<file path="config.mk">
export PLATFORM = sky130hd
export DESIGN_NAME = hotplug_cmd_engine
export DESIGN_NICKNAME = d
export VERILOG_FILES = /design/src/rtl/hotplug_cmd_engine.sv
export SDC_FILE = /design/constraint.sdc
export NUM_CORES = 1
export LEC_CHECK = 0
export BUFFER_PORTS_ARGS = -buffer_cell sky130_fd_sc_hd__buf_2
export CELL_PAD_IN_SITES_DETAIL_PLACEMENT = 1
export CELL_PAD_IN_SITES_GLOBAL_PLACEMENT = 1
export CORE_MARGIN = 2
export CORE_UTILIZATION = 43
export CTS_BUF_LIST = sky130_fd_sc_hd__clkbuf_16
export CTS_CLUSTER_SIZE = 20
export DETAILED_ROUTE_END_ITERATION = 7
export GPL_ROUTABILITY_DRIVEN = 0
export PLACE_DENSITY = 0.95
export SLEW_MARGIN = 20
export SYNTH_ARGS = -nofsm -noshare
export SYNTH_HDL_FRONTEND = slang
export SYNTH_SLANG_ARGS = --single-unit
</file>
<file path="constraint.sdc">
create_clock -name clk -period 4.4 [get_ports clk]
set_input_delay 0.88 -clock clk [delete_from_list [all_inputs] [get_ports clk]]
set_output_delay 0.88 -clock clk [all_outputs]
set_load 0.05 [all_outputs]
</file>
<file path="src/rtl/hotplug_cmd_engine.sv">
module hotplug_cmd_engine #(
  parameter int NSLOTS = 8
) (
  input  logic                  clk,
  input  logic                  rst_n,
  input  logic                  cmd_wr,
  input  logic [7:0]            cmd_code,
  input  logic [4:0]            cmd_target,
  input  logic [NSLOTS-1:0]     sense_latch_open,
  input  logic [2*NSLOTS-1:0]   sense_presence,
  output logic [2*NSLOTS-1:0]   slot_state,
  output logic [2*NSLOTS-1:0]   slot_pwr_led,
  output logic [2*NSLOTS-1:0]   slot_attn_led,
  output logic [NSLOTS-1:0]     slot_latch_open,
  output logic [2*NSLOTS-1:0]   slot_presence,
  output logic [3:0]            cmd_status,
  output logic                  cmd_detected,
  output logic [NSLOTS-1:0]     evt_button,
  output logic [NSLOTS-1:0]     evt_latch,
  output logic [NSLOTS-1:0]     evt_presence
);
  localparam int IW = (NSLOTS > 1) ? $clog2(NSLOTS) : 1;
  localparam logic [IW-1:0] LAST = IW'(NSLOTS - 1);

  logic          busy_q, inv_q, mode_q, det_q;
  logic [IW-1:0] idx_q;
  logic [1:0]    grp_q;
  logic [NSLOTS-1:0] hit, en, lo_q, slo_q, evt_q;

  logic accept, is_slot, is_speed, is_grp, tgt_ok, rej_po, slot_ok, any_en, grp_go, bad, last;

  assign accept   = cmd_wr && !busy_q;
  assign is_slot  = cmd_code[7:6] == 2'b00;
  assign is_speed = cmd_code[7:3] == 5'b01000;
  assign is_grp   = cmd_code == 8'h48 || cmd_code == 8'h49;
  assign tgt_ok   = cmd_target != 5'd0 && int'(cmd_target) <= NSLOTS;
  assign rej_po   = cmd_code[1:0] == 2'd1 && |(hit & en);
  assign slot_ok  = accept && is_slot && tgt_ok && !rej_po;
  assign any_en   = |en;
  assign grp_go   = accept && is_grp && !any_en;
  assign bad      = (is_slot && !(tgt_ok && !rej_po)) || (is_grp && any_en) ||
                    !(is_slot || is_speed || is_grp);
  assign last     = busy_q && idx_q == LAST;

  always_ff @(posedge clk) begin
    if (!rst_n) begin
      busy_q <= 1'b0;
      inv_q  <= 1'b0;
      mode_q <= 1'b0;
      det_q  <= 1'b0;
      idx_q  <= '0;
      grp_q  <= 2'd0;
    end else begin
      det_q <= (accept && !grp_go) || last;
      if (accept) begin
        inv_q  <= bad;
        mode_q <= is_speed && cmd_code[2:0] != 3'd0;
      end
      if (grp_go) begin
        busy_q <= 1'b1;
        idx_q  <= '0;
        grp_q  <= cmd_code[0] ? 2'd2 : 2'd1;
      end else if (busy_q) begin
        if (last) busy_q <= 1'b0;
        else      idx_q  <= idx_q + 1'b1;
      end
    end
  end

  assign cmd_status   = {mode_q, inv_q, 1'b0, busy_q};
  assign cmd_detected = det_q;
  assign evt_button   = evt_q;
  assign evt_latch    = evt_q;
  assign evt_presence = evt_q;

  for (genvar i = 0; i < NSLOTS; i++) begin : g_slot
    logic [1:0] st_q, pw_q, at_q, pr_q, spr_q;
    logic [1:0] rs, rp, ra, np, na, ns;
    logic       sel, to_dis, up, empty;

    assign hit[i] = cmd_target == 5'(i + 1);
    assign en[i]  = st_q == 2'd2;
    assign sel    = (slot_ok && hit[i]) || (busy_q && idx_q == IW'(i));

    always_comb begin
      if (busy_q) begin
        rs = lo_q[i] ? 2'd0 : grp_q;
        rp = lo_q[i] ? 2'd3 : 2'd1;
        ra = 2'd0;
      end else begin
        rs = cmd_code[1:0];
        rp = cmd_code[3:2];
        ra = cmd_code[5:4];
      end
    end

    assign np     = (rp != 2'd0) ? rp : pw_q;
    assign na     = (ra != 2'd0) ? ra : at_q;
    assign to_dis = rs == 2'd3 && (st_q == 2'd1 || st_q == 2'd2);
    assign up     = st_q == 2'd3 && (rs == 2'd1 || rs == 2'd2);
    assign ns     = (to_dis || up) ? rs : st_q;
    assign empty  = sel && to_dis && np == 2'd3;

    always_ff @(posedge clk) begin
      if (!rst_n) begin
        st_q     <= 2'd3;
        pw_q     <= 2'd3;
        at_q     <= 2'd0;
        lo_q[i]  <= 1'b1;
        pr_q     <= 2'd3;
        slo_q[i] <= 1'b1;
        spr_q    <= 2'd3;
        evt_q[i] <= 1'b0;
      end else begin
        slo_q[i] <= sense_latch_open[i];
        spr_q    <= sense_presence[2*i +: 2];
        evt_q[i] <= empty;
        if (sel) begin
          st_q <= ns;
          pw_q <= np;
          at_q <= na;
        end
        if (empty) begin
          lo_q[i] <= 1'b1;
          pr_q    <= 2'd3;
        end else begin
          if (sense_latch_open[i] != slo_q[i]) lo_q[i] <= sense_latch_open[i];
          if (sense_presence[2*i +: 2] != spr_q) pr_q <= sense_presence[2*i +: 2];
        end
      end
    end

    assign slot_state[2*i +: 2]    = st_q;
    assign slot_pwr_led[2*i +: 2]  = pw_q;
    assign slot_attn_led[2*i +: 2] = at_q;
    assign slot_presence[2*i +: 2] = pr_q;
    assign slot_latch_open[i]      = lo_q[i];

    assert_reject_po_R4: assert property (@(posedge clk) disable iff (!rst_n)
      (accept && is_slot && hit[i] && en[i] && cmd_code[1:0] == 2'd1)
      |=> (slot_state[2*i +: 2] == 2'd2 && $stable(slot_pwr_led[2*i +: 2])));

    assert_empty_fields_R5: assert property (@(posedge clk) disable iff (!rst_n)
      evt_button[i] |-> (slot_latch_open[i] && slot_presence[2*i +: 2] == 2'd3));
  end

  assert_range_R3: assert property (@(posedge clk) disable iff (!rst_n)
    (accept && is_slot && !tgt_ok) |=> (cmd_status[2] && $stable(slot_state)));

  assert_speed_mode_R6: assert property (@(posedge clk) disable iff (!rst_n)
    (accept && is_speed && cmd_code[2:0] != 3'd0) |=> cmd_status[3]);

  assert_det_single_R9: assert property (@(posedge clk) disable iff (!rst_n)
    (accept && !is_grp) |=> cmd_detected);

  assert_det_group_end_R9: assert property (@(posedge clk) disable iff (!rst_n)
    $fell(cmd_status[0]) |-> cmd_detected);

  assert_busy_quiet_R10: assert property (@(posedge clk) disable iff (!rst_n)
    cmd_status[0] |-> !cmd_detected);

  assert_busy_ignores_R10: assert property (@(posedge clk) disable iff (!rst_n)
    (cmd_status[0] && cmd_wr) |=> $stable(cmd_status[3:2]));
endmodule

</file>
* After elaboration in Yosys (flattened, before gate mapping)
Index checks and enable logic that the tools add are counted.
** Word-level totals
- Flip-flop bits (word level) :: 113
- Input bits :: 40
- Output and inout bits :: 101
- Logic and storage cells :: 357
** Operators by class
- Add/subtract/negate cells :: 1
- Magnitude comparators :: 1
- Eq/ne operators :: 91
- Multiplexer cells :: 45
- Bitwise operators :: 3
- Reductions and logical operators :: 146
** Operator list (number)
- two-way mux 2 bit :: 42
- == test 2 bit, second input constant :: 40
- logical AND 1 bit :: 61
- logical OR 1 bit :: 38
- == test 2 x 1 -> 1 bit, second input constant :: 17
- AND reduction 2 bit :: 17
- == test 5 x 3 -> 1 bit, second input constant :: 4
- nonzero test 2 bit :: 9
- OR reduction 2 bit :: 9
- == test 8 x 7 -> 1 bit, second input constant :: 2
- != test 2 bit :: 8
- OR reduction 8 bit :: 2
- == test 3 bit, second input constant :: 4
- == test 5 x 2 -> 1 bit, second input constant :: 2
- == test 5 x 4 -> 1 bit, second input constant :: 2
- bitwise AND 8 bit :: 1
- != test 1 bit :: 8
- == test 3 x 2 -> 1 bit, second input constant :: 2
- zero test 1 bit :: 6
- == test 5 x 1 -> 1 bit, second input constant :: 1
- <= comparator 5 x 4 -> 1 bit, second input constant :: 1
- nonzero test 5 bit :: 1
- adder 3 x 1 -> 3 bit, second input constant :: 1
- == test 3 x 1 -> 1 bit, second input constant :: 1
- other kinds (5) :: 8

* Longest topological paths before layout
Gate-level depths: netlist of the first run.
- Word-level depth :: 11
- Mapped depth :: 9

* Least setup slack after synthesis of the first run
OpenSTA, ideal clock, no wires.
- Kind :: input -> register
- From :: in cmd_code[6]
- To :: reg g_slot[7].pr_q[0]
- Data arrival time :: 2.474 ns
- Required time :: 4.321 ns
- Slack :: 1.847 ns
- Stages :: 5
- Path buffers :: 0
- Path through :: or4b_4 > a2111oi_4 > nand4_2 > a211o_1 > o211ai_1
** On the way
- Longest elaborated chain between the ends :: 9
** Ends and longest elaborated chain
- from (decl) :: RTL line 7 : input logic [7:0] cmd_code,
- zero test 2 bit :: RTL line 33 : assign is_slot = cmd_code[7:6] == 2'b00;
- logical AND 1 bit (3 in series) :: RTL line 38 : assign slot_ok = accept && is_slot && tgt_ok && !rej_po;
- logical AND 1 bit :: RTL line 83 : assign sel = (slot_ok && hit[i]) || (busy_q && idx_q == IW'(i));
- logical OR 1 bit :: RTL line 83
- logical AND 1 bit (2 in series) :: RTL line 102 : assign empty = sel && to_dis && np == 2'd3;
- OR reduction 2 bit (no source line)
- to (signal assigned) :: RTL line 128 : if (sense_presence[2*i +: 2] != spr_q) pr_q <= sense_presence[2*i +: 2];
- to (decl) :: RTL line 77 : logic [1:0] st_q, pw_q, at_q, pr_q, spr_q;
Every way passes these cells.
A chain may end at the register's enable or synchronous reset.

* Worst setup path in the final report of the first run
- From :: in cmd_code[6]
- To :: reg lo_q[4] (netlist: slot_latch_open[4])
** On the way
- Longest elaborated chain between the ends :: 9
** Ends and longest elaborated chain
- zero test 2 bit :: RTL line 33
- logical AND 1 bit (3 in series) :: RTL line 38
- logical AND 1 bit :: RTL line 83
- logical OR 1 bit :: RTL line 83
- logical AND 1 bit (2 in series) :: RTL line 102
- OR reduction 2 bit (no source line)
- to (signal, indexed assignment) :: RTL line 127 : if (sense_latch_open[i] != slo_q[i]) lo_q[i] <= sense_latch_open[i];
- to (decl) :: RTL line 28 : logic [NSLOTS-1:0] hit, en, lo_q, slo_q, evt_q;
Every way passes these cells.

==> flow_summary_export.csv, run 1 <==
group,metric,value,unit
clock_tree,numCtsBuffers,17,
finish,seqCellArea,2260,um^2
clock_tree,root_buffer,"clkbuf_16",
floorplanning,die_h,122,um
timing,fmax,360,MHz
logic_synthesis,synth_top_area_frac,0.375,
logic_synthesis,async_flop_share,0,
floorplanning,io-pin-count,141,
route,firstDrtPassIters,5,
logic_synthesis,ys_ff_latch,113,
pwr,power_leakage,0.00307,uW
worst_setup_path,end_kind,"flip-flop",
clock_tree,cts_sinks,113,
logic_synthesis,yosys.area_share.simple,0.209,
logic_synthesis,syn-num-nets,792,
floorplanning,die_w,122,um
worst_setup_path,arrival,3.14,ns
timing,period_share,0.631,
timing,finalSetupViolations,0,
grt,antenna_found_initial,1,
timing,fin_crit,2.78,ns
clock_tree,cts_setup_buffers,0,
finish,multiInputGateArea,3320,um^2
clock_tree,clk_latency,0.43,ns
logic_synthesis,synthAdderAreaFrac,0.0755,
run_status,status,"finished, final reports clean",
timing,slew_viol_final,0,
floorplanning,initial_utilization,0.438,
pwr,ir_drop,264,uV
logic_synthesis,ys_top_cells_by_area,"dfxtp_1 (37%), ha_1 (6.2%), a21oi_1 (6.0%)",
finish,drive_gt1_frac,0.222,
route,dr_total_vias,5942,
grt,first_global_vias,5978,
timing,setup_tns,0,ns
floorplanning,coreArea,13800,um^2
logic_synthesis,synth_area_per_cell,8.36,um^2
timing,fin_worst_skew,0.00899,ns
pwr,power_density,374,nW/um^2
logic_synthesis,synthFlopType,"dfxtp_1",
floorplanning,die-area,15000,um^2
timing,hold_viol_final,0,
finish,final_cell_area,7280,um^2
clock_tree,clockBufferDepth,2,
timing,worst_slew_pin_slew,0.696,ns
hold_path,hp-class,"reg -> reg",
logic_synthesis,ys_warn_count,0,
logic_synthesis,ys_seq_area_frac,0.375,
clock_tree,cts_tree,"yes",
finish,fillers,1749,
route,drcViolationCount,0,
logic_synthesis,syn_area,6030,um^2
placement,portBuffers,139,
finish,final_core_utilization,0.529,
route,drt_first_iter_violations,387,
clock_tree,clk_pin_slew,0.05,ns
placement,place_area,6710,um^2
worst_setup_path,regToRegSetupSlack,1.62,ns
finish,final_nets,902,
worst_setup_path,criticalPathCategory,"in -> reg",
clock_tree,cts_resized,0,
grt,overflow,0,
logic_synthesis,synth_xor_area_frac,0.0261,
timing,max_slew_margin,0.535,
grt,grt_start_max_net_pins,61,
grt,grt_pass1_wl,31.7,mm
route,ant_nets,0,
clock_tree,holdBufCountCts,0,
run,drv_cap,0,
logic_synthesis,syn_inst,722,
route,wl,20.2,mm
worst_setup_path,cp_max_fo,14,
placement,hpwl,14.5,mm
timing,rsz0062_at_grt,"no",
logic_synthesis,yosysTopAreaCell,"dfxtp_1",
floorplanning,rows,43,
worst_setup_path,crit_path_start_kind,"input pin",
timing,hold_slack,0.464,ns
worst_setup_path,worstPathRequired,4.76,ns
route,viasPerCell,5.79,
route,routedWlPerCell,19.7,um
clock_tree,htree_levels,4,
grt,track_usage,0.278,
logic_synthesis,synth-edff-count,0,
logic_synthesis,muxShareOfSynthArea,0.0321,
logic_synthesis,synth_compound_area_frac,0.207,
logic_synthesis,synth_top_family_by_area,"simple AND/OR/NAND/NOR gates",
finish,areaGrowthSynthToFinish,20.7,%
logic_synthesis,synthDistinctLibCells,62,
-- flip-flops by register name, summed over array words and instances (netlist names), 2 cells and up --
signal	flops
evt_button	8
slo_q	8
g_slot.pr_q	16
g_slot.pw_q	16
g_slot.spr_q	16
grp_q	2
idx_q	3
g_slot.at_q	16
slot_latch_open	8
g_slot.st_q	16
-- worst max-delay path: stages --
cell	delay, ns
buf_2	0.13
nor4b_2	0.52
nand2_1	0.49
o31ai_1	0.49
o2111ai_1	0.42
nand3b_1	0.21
-- layout by cell type, fill, tap and decap left out, types with 3 or more instances in the layout --
cell / netlist / final
a21oi_1: 72 / 72
a22oi_1: 3 / 3
a31oi_1: 8 / 8
a32oi_1: 3 / 3
buf_2: 5 / 139
buf_4: 20 / 5
clkbuf_16: 0 / 17
clkinv_1: 0 / 3
clkinv_2: 0 / 3
clkinvlp_4: 0 / 6
dfxtp_1: 113 / 113
ha_1: 30 / 30
inv_1: 45 / 44
maj3_1: 8 / 8
mux2i_1: 16 / 16
nand2_1: 46 / 46
nand2b_1: 32 / 32
nand3_1: 27 / 27
nand3b_1: 9 / 9
nand4_1: 9 / 9
nor2_1: 57 / 57
nor2b_1: 17 / 17
nor3_1: 8 / 8
nor4_1: 12 / 12
nor4b_1: 3 / 3
o2111ai_1: 5 / 5
o211ai_1: 19 / 19
o21a_1: 3 / 3
o21ai_0: 38 / 38
o21ai_1: 13 / 13
o22ai_1: 3 / 3
o31a_1: 3 / 3
o31ai_1: 7 / 7
o41ai_1: 4 / 4
xnor2_1: 17 / 17
-- where the power goes --
group          internal (uW)  total, uW  switching (uW)
clock                    823       1330             507
combinational           93.8        308             215
sequential              1060       1090            28.7
total                   1970       2720             750
-- logic make-up after synthesis --
kind of cell    count (synthesis)
simple gates                  238
compound gates                198
flops                         113
buf+inv                        98
fa+ha+maj                      38
xor+xnor                       18
mux                            18
other cells                     1
-- synth_stat cells, drive strengths merged (4+ instances only) --
cell       n
nand3     27
o211ai    19
o2111ai    5
a32oi      4
mux2i     16
nand2b    32
ha        30
nand3b     9
nor2b     17
nor4b      4
clkbuf    27
nand4     10
nor3       9
nor2      58
dfxtp    113
inv       45
buf       26
nor3b      4
o41ai      4
nor4      12
o31ai      7
maj3       8
xnor2     17
o21ai     51
a21oi     73
nand2     46
a31oi      8
-- through the flow --
step | power (uW) | instances | setup WS (ns)
2_1_floorplan | 1310 | 722 | 1.85
3_3_place_gp | 1390 | 993 | 1.48
3_5_place_dp | 1410 | 993 | 1.33
4_1_cts | 2750 | 1025 | 1.69
5_1_grt | 2830 | 1025 | 1.47
6_report | 2720 | 1026 | 1.62
-- area by class of cell --
| cell class | instances | area share |
|---|---|---|
| multi-input combinational | 511 | 0.456 |
| inverter | 45 | 0.0232 |
| timing repair buffer | 144 | 0.101 |
| sequential | 113 | 0.311 |
| clock inverter | 15 | 0.0199 |
| tap | 180 | 0.0309 |
| antenna | 1 | 0.000344 |
| clock buffer | 17 | 0.0584 |
-- metal layers --
metal  GRT usage  vias up  share of wire
met1       0.333     2863           0.41
met2       0.455      247           0.48
met5           0        -              0
li1            -     2779              -
met3      0.0892       53          0.077
met4       0.123        0          0.032
-- final timing paths --
kind	start	to	cells past startpoint
setup / recovery	cmd_code[6]	slot_latch_open[4]	6
hold / removal	g_slot[3].at_q[1]	g_slot[3].at_q[1]	2
setup reg to reg	busy_q	g_slot[3].pr_q[1]	8
hold reg to reg	g_slot[3].at_q[1]	g_slot[3].at_q[1]	2
(Power assumes the default switching activity.)
==> run 2, diff against run 1 <==
--- a/config.mk
+++ b/config.mk
@@ -9,12 +9,12 @@
 export CELL_PAD_IN_SITES_DETAIL_PLACEMENT = 1
 export CELL_PAD_IN_SITES_GLOBAL_PLACEMENT = 1
 export CORE_MARGIN = 2
-export CORE_UTILIZATION = 43
+export CORE_UTILIZATION = 36
 export CTS_BUF_LIST = sky130_fd_sc_hd__clkbuf_16
 export CTS_CLUSTER_SIZE = 20
 export DETAILED_ROUTE_END_ITERATION = 7
 export GPL_ROUTABILITY_DRIVEN = 0
-export PLACE_DENSITY = 0.95
+export PLACE_DENSITY = 0.85
 export SLEW_MARGIN = 20
 export SYNTH_ARGS = -nofsm -noshare
 export SYNTH_HDL_FRONTEND = slang
==> constraint.sdc (replaced) <==
create_clock -name clk -period 2.4 [get_ports clk]
set_input_delay 0.48 -clock clk [delete_from_list [all_inputs] [get_ports clk]]
set_output_delay 0.48 -clock clk [all_outputs]
set_load 0.05 [all_outputs]
==> run 2 against run 1 <==
Wire length grew 4.9%. Non-clock buffer count grew 50. Die area grew 19%. First-iteration DRC count shrank 4.9%. Via count grew 2.6%. Clock skew grew 0.0065 ns. Power grew 91%. Largest power group unchanged.
==> flow_summary_export.csv, run 2 (synthesized netlist as in run 1, its figures left out) <==
group,metric,value,unit
run_status,status,"finished, final reports clean",
worst_setup_path,regToRegSetupSlack,0.10,ns
hold_path,hp-class,"in -> reg",
grt,track_usage,0.236,
worst_setup_path,cp_max_fo,15,
pwr,power_frac_comb,0.118,
floorplanning,rows,47,
grt,overflow,0,
clock_tree,cts_tree,"yes",
timing,slew_viol_final,0,
pwr,switching_power,1350,uW
finish,final_core_utilization,0.480,
floorplanning,die-area,17800,um^2
grt,grt_pass1_wl,33.0,mm
route,routedWlPerCell,19.1,um
finish,drive_gt1_frac,0.287,
clock_tree,clk_pin_slew,0.06,ns
worst_setup_path,worstPathRequired,2.68,ns
floorplanning,io-pin-count,141,
pwr,power_density,657,nW/um^2
hold_path,holdPathStages,2,
placement,hpwl,15.5,mm
grt,first_global_vias,6192,
worst_setup_path,end_kind,"flip-flop",
finish,diodes,0,
floorplanning,initial_utilization,0.366,
worst_setup_path,reg2regPathDepth,8,
clock_tree,holdBufCountCts,0,
clock_tree,clk_latency,0.43,ns
placement,place_area,7200,um^2
route,drt_first_iter_violations,368,
timing,hold_slack,0.261,ns
timing,period_share,0.956,
hold_path,holdPathEnd,"slo_q[7]",
timing,fmax,436,MHz
clock_tree,htree_levels,4,
pwr,intPower,3850,uW
floorplanning,coreArea,16500,um^2
pwr,swShare,0.260,
pwr,power_leakage,0.00339,uW
floorplanning,die_h,133,um
route,ant_nets,0,
clock_tree,cts_sinks,113,
placement,portBuffers,139,
timing,fin_worst_skew,0.0155,ns
route,firstDrtPassIters,5,
finish,mostFrequentLayoutCell,"buf_2",
finish,final_cell_area,7910,um^2
finish,final_nets,952,
worst_setup_path,rr_endpoint,"g_slot[1].at_q[0]",
worst_setup_path,r2r_start,"g_slot[4].st_q[0]",
run,drv_cap,0,
timing,finalSetupViolations,0,
finish,areaGrowthSynthToFinish,31.1,%
pwr,ir_drop,502,uV
route,dr_total_vias,6098,
timing,rsz0062_at_grt,"yes",
grt,antenna_found_initial,0,
clock_tree,numCtsBuffers,17,
timing,max_slew_margin,0.625,
pwr,p_clk_frac,0.500,
finish,final_cell_mix,"buf_2 (139), dfxtp_1 (109), a21oi_1 (69)",
clock_tree,root_buffer,"clkbuf_16",
pwr,seqPwrFrac,0.382,
pwr,total_power,5200,uW
timing,worst_slew_pin_slew,0.560,ns
floorplanning,die_w,133,um
hold_path,holdCritStartpoint,"sense_latch_open[7]",
worst_setup_path,crit_path_start_kind,"flip-flop",
route,wl,21.2,mm
grt,grt_start_max_net_pins,57,
clock_tree,clockBufferDepth,2,
route,drcViolationCount,0,
timing,fin_crit,2.30,ns
timing,hold_viol_final,0,
worst_setup_path,criticalPathCategory,"reg -> reg",
worst_setup_path,arrival,2.57,ns
route,viasPerCell,5.47,
-- run 2: worst max path at each step --
| stage | start | endpoint | cells after the start |
|---|---|---|---|
| final | g_slot[4].st_q[0] | g_slot[1].at_q[0] | 8 |
| after global routing | g_slot[4].st_q[0] | g_slot[1].at_q[0] | 8 |
| after CTS | g_slot[4].st_q[0] | g_slot[1].at_q[1] | 8 |
| after detailed placement | cmd_code[6] | g_slot[1].st_q[0] | 7 |
| after global placement | cmd_code[6] | g_slot[1].st_q[0] | 7 |
| after floorplan | g_slot[4].st_q[0] | g_slot[5].at_q[1] | 8 |
-- run 2: layer usage --
layer | track usage | vias to the layer above | share of wire
met2 | 0.402 | 236 | 0.49
met5 | 0 | - | 0
li1 | - | 2871 | -
met1 | 0.282 | 2957 | 0.42
met4 | 0.0887 | 0 | 0.025
met3 | 0.0666 | 34 | 0.071
-- run 2: worst max-delay path: stages (launching register included) --
cell,delay [ns]
dfxtp_1,0.38
inv_1,0.06
ha_1,0.24
mux2_2,0.32
a32oi_4,0.30
a31oi_1,0.16
buf_4,0.23
o41ai_1,0.35
a21oi_1,0.10
-- run 2: area by class of cell --
type	instances	area [um^2]
clock buffer	17	425
clock inverter	14	174
fill	2013	8550
inverter	45	169
multi-input combinational	511	3430
sequential	113	2270
tap	220	275
timing repair buffer	194	1170
-- run 2: power groups by stage --
stage               logic, uW  registers [uW]  clock network (uW)
finish                    613            1990                2600
global route              661            1990                2730
CTS                       605            1980                2640
detailed placement        597            2020                   0
global placement          580            2020                   0
floorplan                 272            2130                   0
-- run 2: through the flow --
step           worst slack (ns)  std cells  TNS, ns
6_report                  0.105       1114        0
5_1_grt                 -0.0157       1114  -0.0347
4_1_cts                  0.0572       1113        0
3_5_place_dp            -0.0837       1082   -0.444
3_3_place_gp            -0.0240       1082  -0.0441
2_1_floorplan            0.0218        722        0
-- run 2: repair_timing --
action,in CTS,in global routing
endpoints found under the setup margin,0,25
resized for setup,0,20
setup buffers,0,1
==> run 3, diff against run 2 <==
--- a/config.mk
+++ b/config.mk
@@ -14,7 +14,7 @@
 export CTS_CLUSTER_SIZE = 20
 export DETAILED_ROUTE_END_ITERATION = 7
 export GPL_ROUTABILITY_DRIVEN = 0
-export PLACE_DENSITY = 0.85
+export PLACE_DENSITY = 0.77
 export SLEW_MARGIN = 20
 export SYNTH_ARGS = -nofsm -noshare
 export SYNTH_HDL_FRONTEND = slang
==> run 3 against run 2 <==
Final cell count about the same. Global-route usage decreased by 0.084 points. Setup slack improved by 0.029 ns. First-iteration DRC count decreased by 23%. Sequential power about the same. Via count decreased by 1.3%. Clock skew decreased by 0.0053 ns. Sequential share of layout area increased by 0.47 points. Power decreased by 1.8%.
==> flow_summary_export.csv, run 3 (synthesized netlist as in run 1, its figures left out) <==
group,metric,value,unit
timing,hold_slack,0.250,ns
route,drcViolationCount,0,
floorplanning,io-pin-count,141,
route,routed-wl-met2,9.81,mm
pwr,intPower,3740,uW
clock_tree,cts_tree,"yes",
timing,rsz0062_at_grt,"no",
route,top_layer_used,"met4",
route,dr_total_vias,6019,
floorplanning,initial_utilization,0.366,
finish,final_nets,950,
finish,multiInputGateArea,3410,um^2
clock_tree,cts_sinks,113,
worst_setup_path,end_kind,"flip-flop",
pwr,ir_drop,497,uV
run_status,status,"finished, final reports clean",
placement,place_area,7110,um^2
timing,setup_tns,0,ns
pwr,seqPwrFrac,0.389,
worst_setup_path,worstPathRequired,2.74,ns
timing,fin_worst_skew,0.0101,ns
finish,drive_gt1_frac,0.281,
route,firstDrtPassIters,5,
placement,portBuffers,139,
floorplanning,coreArea,16500,um^2
timing,period_share,0.944,
route,ant_nets,0,
floorplanning,die_w,133,um
grt,grt_start_max_net_pins,51,
pwr,power_leakage,0.00334,uW
placement,place_ws,-0.0802,ns
route,wl,20.6,mm
timing,worst_slew_pin_slew,0.619,ns
grt,antenna_found_initial,0,
worst_setup_path,crit_path_start_kind,"flip-flop",
timing,hold_viol_final,0,
floorplanning,rows,47,
finish,areaGrowthSynthToFinish,29.1,%
finish,final_cell_mix,"buf_2 (139), dfxtp_1 (108), a21oi_1 (72)",
pwr,power_density,655,nW/um^2
timing,slew_viol_final,0,
route,viasPerCell,5.41,
worst_setup_path,criticalPathCategory,"reg -> reg",
grt,track_usage,0.235,
finish,fillers,2010,
hold_path,hp-class,"in -> reg",
route,routedWlPerCell,18.5,um
finish,diodes,0,
timing,finalSetupViolations,0,
clock_tree,clockBufferDepth,2,
clock_tree,clk_latency,0.43,ns
worst_setup_path,cp_max_fo,5,
clock_tree,numCtsBuffers,17,
finish,seqCellArea,2270,um^2
floorplanning,die-area,17800,um^2
pwr,total_power,5100,uW
finish,mostFrequentLayoutCell,"buf_2",
clock_tree,root_buffer,"clkbuf_16",
worst_setup_path,arrival,2.61,ns
grt,overflow,0,
route,drt_first_iter_violations,285,
run,drv_cap,0,
grt,first_global_vias,6132,
timing,max_slew_margin,0.588,
timing,fin_crit,2.27,ns
finish,final_cell_area,7790,um^2
placement,hpwl,15.2,mm
grt,grt_pass1_wl,32.6,mm
floorplanning,die_h,133,um
route,wl_met1,8.94,mm
clock_tree,clk_pin_slew,0.06,ns
pwr,switching_power,1370,uW
pwr,power_frac_comb,0.117,
worst_setup_path,reg2regPathDepth,8,
pwr,swShare,0.268,
route,route.met3.wl,1.37,mm
timing,worst_slack,0.134,ns
clock_tree,holdBufCountCts,0,
clock_tree,htree_levels,4,
hold_path,holdPathStages,2,
timing,fmax,441,MHz
pwr,p_clk_frac,0.494,
[run 3: changes by cell type in the layout (fill, tap and decap cells not counted), sizes merged]
cell / delta
clkinvlp: -2
clkinv: +4
buf: -2
bufinv: -1
[run 3: power groups by stage]
stage	registers (uW)	logic, uW	clock network [uW]
after floorplan	2130	272	0
after global placement	2020	570	0
after detailed placement	2020	586	0
after CTS	1980	592	2560
after global routing	1990	648	2640
final	1990	596	2520
[run 3: worst max-delay path: stages, from the launching register on]
cell and delay (ns):
dfxtp_2 0.35, inv_1 0.05, ha_1 0.24, mux4_2 0.51, and2_2 0.24, nor4_2 0.28, buf_4 0.16, o2111ai_2 0.18
o211ai_1 0.16
[run 3: final cells by class]
class	instances	area share
clock inverters	15	0.0194
multi-input cells	511	0.437
flip-flops and latches	113	0.291
well taps	220	0.0353
repair buffers	192	0.140
inverters	45	0.0217
clock buffers	17	0.0546
[run 3: layer usage]
metal  vias to the layer above  track usage
li1                       2864            -
met3                        34       0.0727
met2                       183        0.391
met1                      2938        0.286
met5                         -            0
met4                         0       0.0881
[run 3: worst paths after layout]
kind	start	endpoint	slack (ns)
setup / recovery	g_slot[6].st_q[0]	g_slot[0].pr_q[0]	0.13
hold / removal	sense_latch_open[4]	slo_q[4]	0.25
setup reg to reg	g_slot[6].st_q[0]	g_slot[0].pr_q[0]	0.13
hold reg to reg	g_slot[3].at_q[1]	g_slot[3].at_q[1]	0.45
[run 3: metrics by stage]
stage,utilization,std cells
CTS,0.467,1111
global placement,0.432,1079
floorplan,-,722
global route,0.473,1113
detailed placement,0.432,1079
finish,0.473,1113
[run 3: what timing repair did]
action | CTS | global route
gates cloned | 0 | 0
pin swaps | 0 | 1
setup buffers | 0 | 2
resized for setup | 1 | 14
endpoints found under the setup margin | 4 | 36
